[src/rtl/dri_pkg.sv]
`timescale 1ns/1ps
package dri_pkg;
   localparam int WORD_W       = 32;
   localparam int ADDR_W       = 5;
   localparam int MAX_GROUPS   = 8;
   localparam int SUM_WORD     = 31;
   localparam int SUM_OUT0_LSB = 8;
   localparam int NUM_ARRAYS   = 4;
   // configuration array order inside region 0
   localparam int ARR_TYPE  = 0;
   localparam int ARR_POL   = 1;
   localparam int ARR_ROUTE = 2;
   localparam int ARR_MASK  = 3;

   typedef enum logic {
      REGION_CFG  = 1'b0,
      REGION_STAT = 1'b1
   } region_e;
endpackage

[src/rtl/dri_sync.sv]
`timescale 1ns/1ps
module dri_sync #(
   parameter int WIDTH  = 8,
   parameter int STAGES = 2
) (
   input  logic             clk,
   input  logic             rst_n,
   input  logic [WIDTH-1:0] d_i,
   output logic [WIDTH-1:0] q_o
);
   generate
      if (STAGES == 0) begin : g_bypass
         assign q_o = d_i;
      end else begin : g_chain
         logic [STAGES-1:0][WIDTH-1:0] stage_q;
         always_ff @(posedge clk or negedge rst_n) begin
            if (!rst_n) begin
               stage_q <= '0;
            end else begin
               stage_q[0] <= d_i;
               for (int s = 1; s < STAGES; s++) begin
                  stage_q[s] <= stage_q[s-1];
               end
            end
         end
         assign q_o = stage_q[STAGES-1];
      end
   endgenerate
endmodule

[src/rtl/dri_detect.sv]
`timescale 1ns/1ps
module dri_detect #(
   parameter int N = 32
) (
   input  logic         clk,
   input  logic         rst_n,
   input  logic [N-1:0] level_i,
   input  logic [N-1:0] type_i,
   input  logic [N-1:0] pol_i,
   input  logic [N-1:0] clr_i,
   output logic [N-1:0] pend_o
);
   logic [N-1:0] act;
   logic [N-1:0] prev_q;
   logic [N-1:0] rise;
   logic [N-1:0] pend_q;
   logic [N-1:0] pend_d;

   assign act  = level_i ^ pol_i;
   assign rise = act & ~prev_q;
   // edge sources: sticky, set beats clear; level sources: track input
   assign pend_d = (type_i & ((pend_q & ~clr_i) | rise)) | (~type_i & act);

   always_ff @(posedge clk or negedge rst_n) begin
      if (!rst_n) begin
         prev_q <= '0;
         pend_q <= '0;
      end else begin
         prev_q <= act;
         pend_q <= pend_d;
      end
   end

   assign pend_o = pend_q;

   AST_EDGE_STICKY: assert property (@(posedge clk) disable iff (!rst_n)
      1'b1 |=> (($past(pend_q & type_i & ~clr_i) & type_i & ~pend_q) == '0));

   AST_CLR_EFFECT: assert property (@(posedge clk) disable iff (!rst_n)
      1'b1 |=> (($past(clr_i & type_i & ~rise) & type_i & pend_q) == '0));

   AST_LEVEL_TRACK: assert property (@(posedge clk) disable iff (!rst_n)
      1'b1 |=> (($past(~type_i) & ~type_i & (pend_q ^ $past(act))) == '0));
endmodule

[src/rtl/dri_regs.sv]
`timescale 1ns/1ps
module dri_regs
   import dri_pkg::*;
#(
   parameter int NUM_GRP = 7
) (
   input  logic                      clk,
   input  logic                      rst_n,
   input  logic                      wr_i,
   input  logic                      rd_i,
   input  logic                      region_i,
   input  logic [ADDR_W-1:0]         word_i,
   input  logic [WORD_W-1:0]         wdata_i,
   input  logic [NUM_GRP*WORD_W-1:0] mp0_i,
   input  logic [NUM_GRP*WORD_W-1:0] mp1_i,
   input  logic [WORD_W-1:0]         summary_i,
   output logic [NUM_GRP*WORD_W-1:0] type_o,
   output logic [NUM_GRP*WORD_W-1:0] pol_o,
   output logic [NUM_GRP*WORD_W-1:0] route_o,
   output logic [NUM_GRP*WORD_W-1:0] mask_o,
   output logic [NUM_GRP*WORD_W-1:0] clr_o,
   output logic [WORD_W-1:0]         rdata_o
);
   localparam int CLR_BASE = 0;
   localparam int MP1_BASE = NUM_GRP;
   localparam int MP0_BASE = 2 * NUM_GRP;

   logic [NUM_ARRAYS-1:0][NUM_GRP-1:0][WORD_W-1:0] cfg_q;
   logic [WORD_W-1:0] rd_word;
   logic [WORD_W-1:0] rdata_q;
   logic              cfg_sel;
   logic              stat_sel;

   assign cfg_sel  = (region_i == REGION_CFG);
   assign stat_sel = (region_i == REGION_STAT);

   always_ff @(posedge clk or negedge rst_n) begin
      if (!rst_n) begin
         for (int a = 0; a < NUM_ARRAYS; a++) begin
            for (int g = 0; g < NUM_GRP; g++) begin
               cfg_q[a][g] <= (a == ARR_TYPE || a == ARR_ROUTE) ?
                              {WORD_W{1'b1}} : {WORD_W{1'b0}};
            end
         end
      end else if (wr_i && cfg_sel) begin
         for (int a = 0; a < NUM_ARRAYS; a++) begin
            for (int g = 0; g < NUM_GRP; g++) begin
               if (word_i == ADDR_W'(a * NUM_GRP + g)) cfg_q[a][g] <= wdata_i;
            end
         end
      end
   end

   assign type_o  = cfg_q[ARR_TYPE];
   assign pol_o   = cfg_q[ARR_POL];
   assign route_o = cfg_q[ARR_ROUTE];
   assign mask_o  = cfg_q[ARR_MASK];

   generate
      for (genvar g = 0; g < NUM_GRP; g++) begin : g_clr
         assign clr_o[g*WORD_W +: WORD_W] =
            (wr_i && stat_sel && word_i == ADDR_W'(CLR_BASE + g)) ? wdata_i : '0;
      end
   endgenerate

   always_comb begin
      rd_word = '0;
      if (cfg_sel) begin
         for (int a = 0; a < NUM_ARRAYS; a++) begin
            for (int g = 0; g < NUM_GRP; g++) begin
               if (word_i == ADDR_W'(a * NUM_GRP + g)) rd_word = cfg_q[a][g];
            end
         end
      end else begin
         for (int g = 0; g < NUM_GRP; g++) begin
            if (word_i == ADDR_W'(MP1_BASE + g)) rd_word = mp1_i[g*WORD_W +: WORD_W];
            if (word_i == ADDR_W'(MP0_BASE + g)) rd_word = mp0_i[g*WORD_W +: WORD_W];
         end
         if (word_i == ADDR_W'(SUM_WORD)) rd_word = summary_i;
      end
   end

   always_ff @(posedge clk or negedge rst_n) begin
      if (!rst_n) rdata_q <= '0;
      else        rdata_q <= rd_i ? rd_word : '0;
   end

   assign rdata_o = rdata_q;

   AST_RDATA_QUIET: assert property (@(posedge clk) disable iff (!rst_n)
      !rd_i |=> (rdata_o == '0));

   AST_CLR_NEEDS_WRITE: assert property (@(posedge clk) disable iff (!rst_n)
      (clr_o != '0) |-> (wr_i && stat_sel));
endmodule

[src/rtl/dual_route_intc.sv]
`timescale 1ns/1ps
module dual_route_intc
   import dri_pkg::*;
#(
   parameter int NUM_SRC     = 224,
   parameter int SYNC_STAGES = 2
) (
   input  logic               clk,
   input  logic               rst_n,
   input  logic [NUM_SRC-1:0] src_i,
   input  logic               bus_wr_i,
   input  logic               bus_rd_i,
   input  logic               bus_region_i,
   input  logic [4:0]         bus_word_i,
   input  logic [31:0]        bus_wdata_i,
   output logic [31:0]        bus_rdata_o,
   output logic               irq0_o,
   output logic               irq1_o
);
   localparam int NUM_GRP = NUM_SRC / WORD_W;

   generate
      if (NUM_SRC % WORD_W != 0) begin : g_chk_width
         $error("NUM_SRC must be a multiple of the word width");
      end
      if (NUM_GRP < 1 || NUM_GRP > MAX_GROUPS) begin : g_chk_groups
         $error("NUM_SRC gives an unsupported number of groups");
      end
      if (SYNC_STAGES < 0 || SYNC_STAGES > 4) begin : g_chk_sync
         $error("SYNC_STAGES out of range");
      end
   endgenerate

   logic [NUM_SRC-1:0] src_sync;
   logic [NUM_SRC-1:0] cfg_type;
   logic [NUM_SRC-1:0] cfg_pol;
   logic [NUM_SRC-1:0] cfg_route;
   logic [NUM_SRC-1:0] cfg_mask;
   logic [NUM_SRC-1:0] clr_vec;
   logic [NUM_SRC-1:0] pend;
   logic [NUM_SRC-1:0] mp0;
   logic [NUM_SRC-1:0] mp1;
   logic [WORD_W-1:0]  summary;

   dri_sync #(.WIDTH(NUM_SRC), .STAGES(SYNC_STAGES)) u_sync (
      .clk   (clk),
      .rst_n (rst_n),
      .d_i   (src_i),
      .q_o   (src_sync)
   );

   dri_detect #(.N(NUM_SRC)) u_detect (
      .clk     (clk),
      .rst_n   (rst_n),
      .level_i (src_sync),
      .type_i  (cfg_type),
      .pol_i   (cfg_pol),
      .clr_i   (clr_vec),
      .pend_o  (pend)
   );

   assign mp0 = pend & cfg_mask & cfg_route;
   assign mp1 = pend & cfg_mask & ~cfg_route;

   generate
      for (genvar g = 0; g < MAX_GROUPS; g++) begin : g_sum
         if (g < NUM_GRP) begin : g_used
            assign summary[g]                = |mp1[g*WORD_W +: WORD_W];
            assign summary[SUM_OUT0_LSB + g] = |mp0[g*WORD_W +: WORD_W];
         end else begin : g_unused
            assign summary[g]                = 1'b0;
            assign summary[SUM_OUT0_LSB + g] = 1'b0;
         end
      end
   endgenerate
   assign summary[WORD_W-1:SUM_OUT0_LSB+MAX_GROUPS] = '0;

   dri_regs #(.NUM_GRP(NUM_GRP)) u_regs (
      .clk       (clk),
      .rst_n     (rst_n),
      .wr_i      (bus_wr_i),
      .rd_i      (bus_rd_i),
      .region_i  (bus_region_i),
      .word_i    (bus_word_i),
      .wdata_i   (bus_wdata_i),
      .mp0_i     (mp0),
      .mp1_i     (mp1),
      .summary_i (summary),
      .type_o    (cfg_type),
      .pol_o     (cfg_pol),
      .route_o   (cfg_route),
      .mask_o    (cfg_mask),
      .clr_o     (clr_vec),
      .rdata_o   (bus_rdata_o)
   );

   assign irq0_o = |mp0;
   assign irq1_o = |mp1;

   AST_MASK_GATES: assert property (@(posedge clk) disable iff (!rst_n)
      (cfg_mask == '0) |-> (!irq0_o && !irq1_o));

   AST_ROUTE_EXCL: assert property (@(posedge clk) disable iff (!rst_n)
      ((mp0 & mp1) == '0));

   AST_SUM_OUT0: assert property (@(posedge clk) disable iff (!rst_n)
      irq0_o == (|summary[SUM_OUT0_LSB +: MAX_GROUPS]));

   AST_SUM_OUT1: assert property (@(posedge clk) disable iff (!rst_n)
      irq1_o == (|summary[MAX_GROUPS-1:0]));
endmodule

[config.mk]
export PLATFORM = sky130hd
export DESIGN_NAME = dual_route_intc
export DESIGN_NICKNAME = d
export VERILOG_FILES = /design/src/rtl/dri_pkg.sv /design/src/rtl/dri_sync.sv /design/src/rtl/dri_detect.sv /design/src/rtl/dri_regs.sv /design/src/rtl/dual_route_intc.sv
export SDC_FILE = /design/constraint.sdc
export NUM_CORES = 2
export LEC_CHECK = 0
export CAP_MARGIN = 10
export CORE_MARGIN = 3
export CORE_UTILIZATION = 58
export DETAILED_ROUTE_END_ITERATION = 16
export DONT_BUFFER_PORTS = 1
export MAX_ROUTING_LAYER = met4
export PLACE_DENSITY = 0.76
export SLEW_MARGIN = 40
export SYNTH_ARGS = -nofsm -noshare
export SYNTH_HDL_FRONTEND = slang
export SYNTH_SLANG_ARGS = --single-unit
[constraint.sdc]
create_clock -name clk -period 1.95 [get_ports clk]
set_clock_uncertainty 0.15 [all_clocks]
set_input_delay 0.39 -clock clk [delete_from_list [all_inputs] [get_ports clk]]
set_output_delay 0.39 -clock clk [all_outputs]
set_load 0.05 [all_outputs]
==> results.py, run 1 <==
metrics = {
    "outcome": {
        "status": "did not finish",
        "failed_stage": "global routing",
        "error": "[ERROR GRT-0116] Global routing finished with congestion. Check the congestion regions in the DRC Viewer.",
    },
    "floorplan": {
        "num_io_pins": 300,
        "die_y_um": 375,
        "die_w_um": 375,
        "rows": 134,
        "initial_core_util": 0.589,
    },
    "place": {
        "routabilityCongestion": 1.37,
        "io_buffers": 0,
        "place_ws_ps": -1280,
        "dp_hpwl_um": 342000,
    },
    "logic_synthesis": {
        "syn_nets": 6887,
        "yosysUniqueCellTypes": 96,
        "ys_ff_latch": 1824,
        "syn_inst": 6621,
        "syn_area_per_cell_um2": 12.0,
        "yosys.area.top_type": "dfrtp_1",
        "synth_edf_count": 0,
        "ys.flop_type": "dfrtp_1",
        "synth_top_area_share": 0.435,
        "synth_seq_area_share": 0.584,
        "yosys_warnings": 0,
        "syn_area_um2": 79200,
        "ys_async_sr_fraction": 1.00,
        "synthTopCellsByArea": "dfrtp_1 (44%), dfstp_2 (15%), mux2_2 (13%)",
    },
    "grt": {
        "grt_pass1_wl_um": 744000,
        "grt_pass1_vias": 89700,
        "grt_overflow": 61,
        "grt_max_degree": 94,
        "track_usage": 0.791,
    },
    "clocking": {
        "h-tree-depth": 4,
        "clockBufferDepth": 3,
        "numClockSinks": 1824,
        "root_buffer": "clkbuf_16",
        "cts_inserted_buffers": 184,
    },
}
## repair_timing
action,CTS
hold endpoints to repair,2724
buffers inserted,70
hold buffers,523
pin swaps,118
gates resized for setup,378
setup endpoints to repair,109
## cell families after synthesis
| group | after synthesis | share of synthesized area |
|---|---|---|
| mux | 930 | 0.132 |
| xor+xnor | 229 | 0.0253 |
| simple gates | 1838 | 0.108 |
| flops | 1824 | 0.584 |
| buf+inv | 466 | 0.0272 |
| compound gates | 1334 | 0.124 |
## stage by stage
stage / area, um2 / hold WS, ps / std cells / utilization
CTS: 112000 / 0.191 / 10600 / 0.832
detailed placement: 97600 / 167 / 9709 / 0.726
global placement: 97600 / 164 / 9709 / 0.726
floorplan: 80500 / -55.6 / 6621 / -
## synthesized netlist by cell type (all sizes together), types with 52 or more instances
master	instances
nor3	89
buf	276
o21ai	206
a21oi	193
nor4	52
mux2	901
nand2	847
xor2	224
o22ai	140
a22oi	86
a221oi	60
dfrtp	1376
a32o	230
a31oi	55
nand4	110
clkbuf	179
nor2	224
dfstp	448
nand3	360
## layer usage
metal	global-route usage	GRT overflow
met2	0.918	31
met3	0.646	1
met5	-	-
met1	0.790	0
met4	0.758	29
==> run 2: changes to the inputs <==
--- a/config.mk
+++ b/config.mk
@@ -7,11 +7,10 @@
 export LEC_CHECK = 0
 export CAP_MARGIN = 10
 export CORE_MARGIN = 3
-export CORE_UTILIZATION = 58
+export CORE_UTILIZATION = 40
 export DETAILED_ROUTE_END_ITERATION = 16
 export DONT_BUFFER_PORTS = 1
-export MAX_ROUTING_LAYER = met4
-export PLACE_DENSITY = 0.76
+export PLACE_DENSITY_LB_ADDON = 0.15
 export SLEW_MARGIN = 40
 export SYNTH_ARGS = -nofsm -noshare
 export SYNTH_HDL_FRONTEND = slang
==> constraint.sdc (replaced) <==
create_clock -name clk -period 2.54 [get_ports clk]
set_clock_uncertainty 0.15 [all_clocks]
set_input_delay 0.508 -clock clk [delete_from_list [all_inputs] [get_ports clk]]
set_output_delay 0.508 -clock clk [all_outputs]
set_load 0.05 [all_outputs]
==> run 2 against run 1 <==
Compared with the run above:
- the flow now finishes, with violations (hold timing, setup timing)
- synthesized area unchanged
- synthesized cell count unchanged
==> results.py, run 2 <==
metrics = {
    "worst_setup_path": {
        "crit_path_end_kind": "primary output",
        "worstRegToRegCells": 20,
        "worstSetupStartpointType": "flip-flop",
        "rr_startpoint": "u_regs.route_o[52]",
        "worstPathRequired_ps": 1880,
        "cpMaxStageDelayCell": "dfstp_2",
        "worstPathCellList": "nand3b_1, buf_6, o21ai_4, nor4_4, buf_4, nor4bb_4, nand3_2, nor4_2, buf_4, nand2_4, buf_8",
        "crit_top_cell": "buf_4",
        "max_stage_delay_ps": 530,
        "crit_start": "u_regs.route_o[52]",
        "crit_arrival_ps": 3330,
        "timing.rr.end": "u_regs.rdata_o[1]",
        "crit_type": "reg2out",
        "crit_fanout": 2,
        "ff2ff_setup_slack_ps": -1370,
    },
    "floorplan": {
        "initial_core_util": 0.404,
        "dieArea_um2": 203000,
        "num_io_pins": 300,
        "die_w_um": 451,
        "core_area_um2": 196000,
        "die_y_um": 451,
        "rows": 162,
    },
    "logic_synthesis": {
        "ys_async_sr_fraction": 1.00,
        "yosys_warnings": 0,
        "ys_ff_latch": 1824,
        "ys.flop_type": "dfrtp_1",
        "netlist_top_cells_count": "dfrtp_1 (1376), mux2_2 (901), nand2_1 (846)",
        "syn_area_per_cell_um2": 12.0,
        "syn_inst": 6621,
        "synthTopCellsByArea": "dfrtp_1 (44%), dfstp_2 (15%), mux2_2 (13%)",
        "yosysUniqueCellTypes": 96,
        "synth_top_area_share": 0.435,
        "yosysMostFrequentCell": "dfrtp_1",
        "syn_nets": 6887,
        "synth_seq_area_share": 0.584,
        "syn_area_um2": 79200,
        "synth_edf_count": 0,
        "yosys.area.top_type": "dfrtp_1",
    },
    "clocking": {
        "root_buffer": "clkbuf_16",
        "clk_latency_ps": 890,
        "cts_inserted_buffers": 197,
        "clockBufferDepth": 3,
        "h-tree-depth": 4,
        "numClockSinks": 1824,
        "cts_tree": "yes",
        "clk_pin_slew_ps": 60,
    },
    "routing": {
        "wl_met3_um": 62700,
        "wirelength_met1_um": 192000,
        "drt_iter0_drc": 11600,
        "routed.top_layer": "met5",
        "wirelength_um": 518000,
        "num_vias": 74200,
        "drc": 0,
        "via_per_inst": 6.55,
        "dr_wl_met2_um": 212000,
        "ant_nets": 0,
        "first_pass_iters": 8,
        "wire_per_inst_um": 45.7,
    },
    "power_and_ir_drop": {
        "power.total_uw": 86600,
        "power.density_nw_per_um2": 784,
        "p_leak_uw": 0.0482,
        "ir_drop_uv": 710,
    },
    "timing": {
        "whs_ps": -803,
        "max_freq_ghz": 0.251,
        "hold_viol": 155,
        "slew_violations": 0,
        "setup_viol": 1074,
        "slew_headroom": 0.347,
        "setup_slack_ps": -1450,
        "worstMarginPinSlew_ps": 979,
        "grt_setup_unrepaired": "true",
        "period_minus_slack_ps": 3990,
        "finalCritPeriodShare": 1.57,
    },
    "place": {
        "io_buffers": 0,
        "routabilityCongestion": 1.13,
        "dp_hpwl_um": 386000,
    },
    "final_layout": {
        "drive_gt1_frac": 0.435,
        "layout_commonest_cell": "buf_4",
        "nFillCells": 16400,
        "layout_common_cells": "buf_4 (1415), dfrtp_1 (1367), mux2_2 (901)",
        "fin_nets": 8740,
        "areaGrowthSynthToFinish_pct": 39.6,
    },
    "grt": {
        "grt_pass1_wl_um": 670000,
        "antenna_found_initial": 76,
        "track_usage": 0.497,
        "grt_pass1_vias": 71400,
        "grt_overflow": 0,
        "grt_max_degree": 157,
    },
    "flow_run": {
        "max_cap_viol_count": 0,
    },
    "min_path": {
        "min_path_type": "in2async",
    },
    "outcome": {
        "violations": "hold timing, setup timing",
        "status": "complete, but fails checks",
    },
}
[run 2: cells by family after synthesis]
kind of cell,after synthesis,synth area share
XOR/XNOR,229,0.0253
flip-flops,1824,0.584
multiplexers,930,0.132
buffers and inverters,466,0.0272
AND/OR/NAND/NOR,1838,0.108
AO/OA/AOI/OAI,1334,0.124
[run 2: worst max-delay path by stage]
| stage | to | cells past startpoint |
|---|---|---|
| floorplan | u_regs.rdata_o[20] | 9 |
| global placement | u_sync.g_chain.stage_q[108] | 4 |
| detailed placement | irq1_o | 11 |
| CTS | irq0_o | 10 |
| global route | irq1_o | 11 |
| finish | irq1_o | 11 |
[run 2: cell type report]
type	instances	area, um2	area share
clock inverter	84	1250	0.0114
clock buffer	289	5840	0.0529
inverter	11	45.0	0.000408
timing repair buffer	2109	21500	0.195
sequential	1824	46200	0.418
antenna	65	163	0.00147
multi-input combinational	4331	32100	0.291
tap	2624	3280	0.0297
[run 2: metal layers]
layer	vias to the layer above	global-route usage
met3	1767	0.191
met1	38400	0.610
met2	5656	0.700
li1	28300	-
met5	-	0
met4	48	0.385
[run 2: worst max-delay path: cells and delay by family, from the launching register on]
family | cells | cell delay [ps]
and+or+nand+nor | 6 | 1150
AOI/OAI and AO/OA | 1 | 80
buffers and inverters | 4 | 690
DFF | 1 | 530
[run 2: report_power, final]
part | switching [uW] | total, uW | internal (uW)
Combinational | 9410 | 17400 | 7980
Clock | 13000 | 31600 | 18600
Sequential | 4000 | 37700 | 33700
[run 2: metrics by stage]
stage / setup WS, ps / setup TNS [ps] / area, um2 / std cells / utilization
finish: -1450 / -445400 / 110000 / 11300 / 0.564
global route: -1470 / -532850 / 110000 / 11300 / 0.563
detailed placement: -1210 / -886950 / 97900 / 10500 / 0.500
CTS: -1350 / -487070 / 110000 / 11300 / 0.561
global placement: -1400 / -1362770 / 97600 / 10500 / 0.499
floorplan: 10.6 / 0 / 79200 / 6621 / -
[run 2: timing repair]
item	CTS	global route
buffers inserted	34	6
pin swaps	43	22
hold buffers	330	1
cloned	2	6
resized for setup	181	59
endpoints found under the setup margin	278	1198
hold endpoints to repair	1644	273
Note: power is estimated with default switching activity, not from simulation.
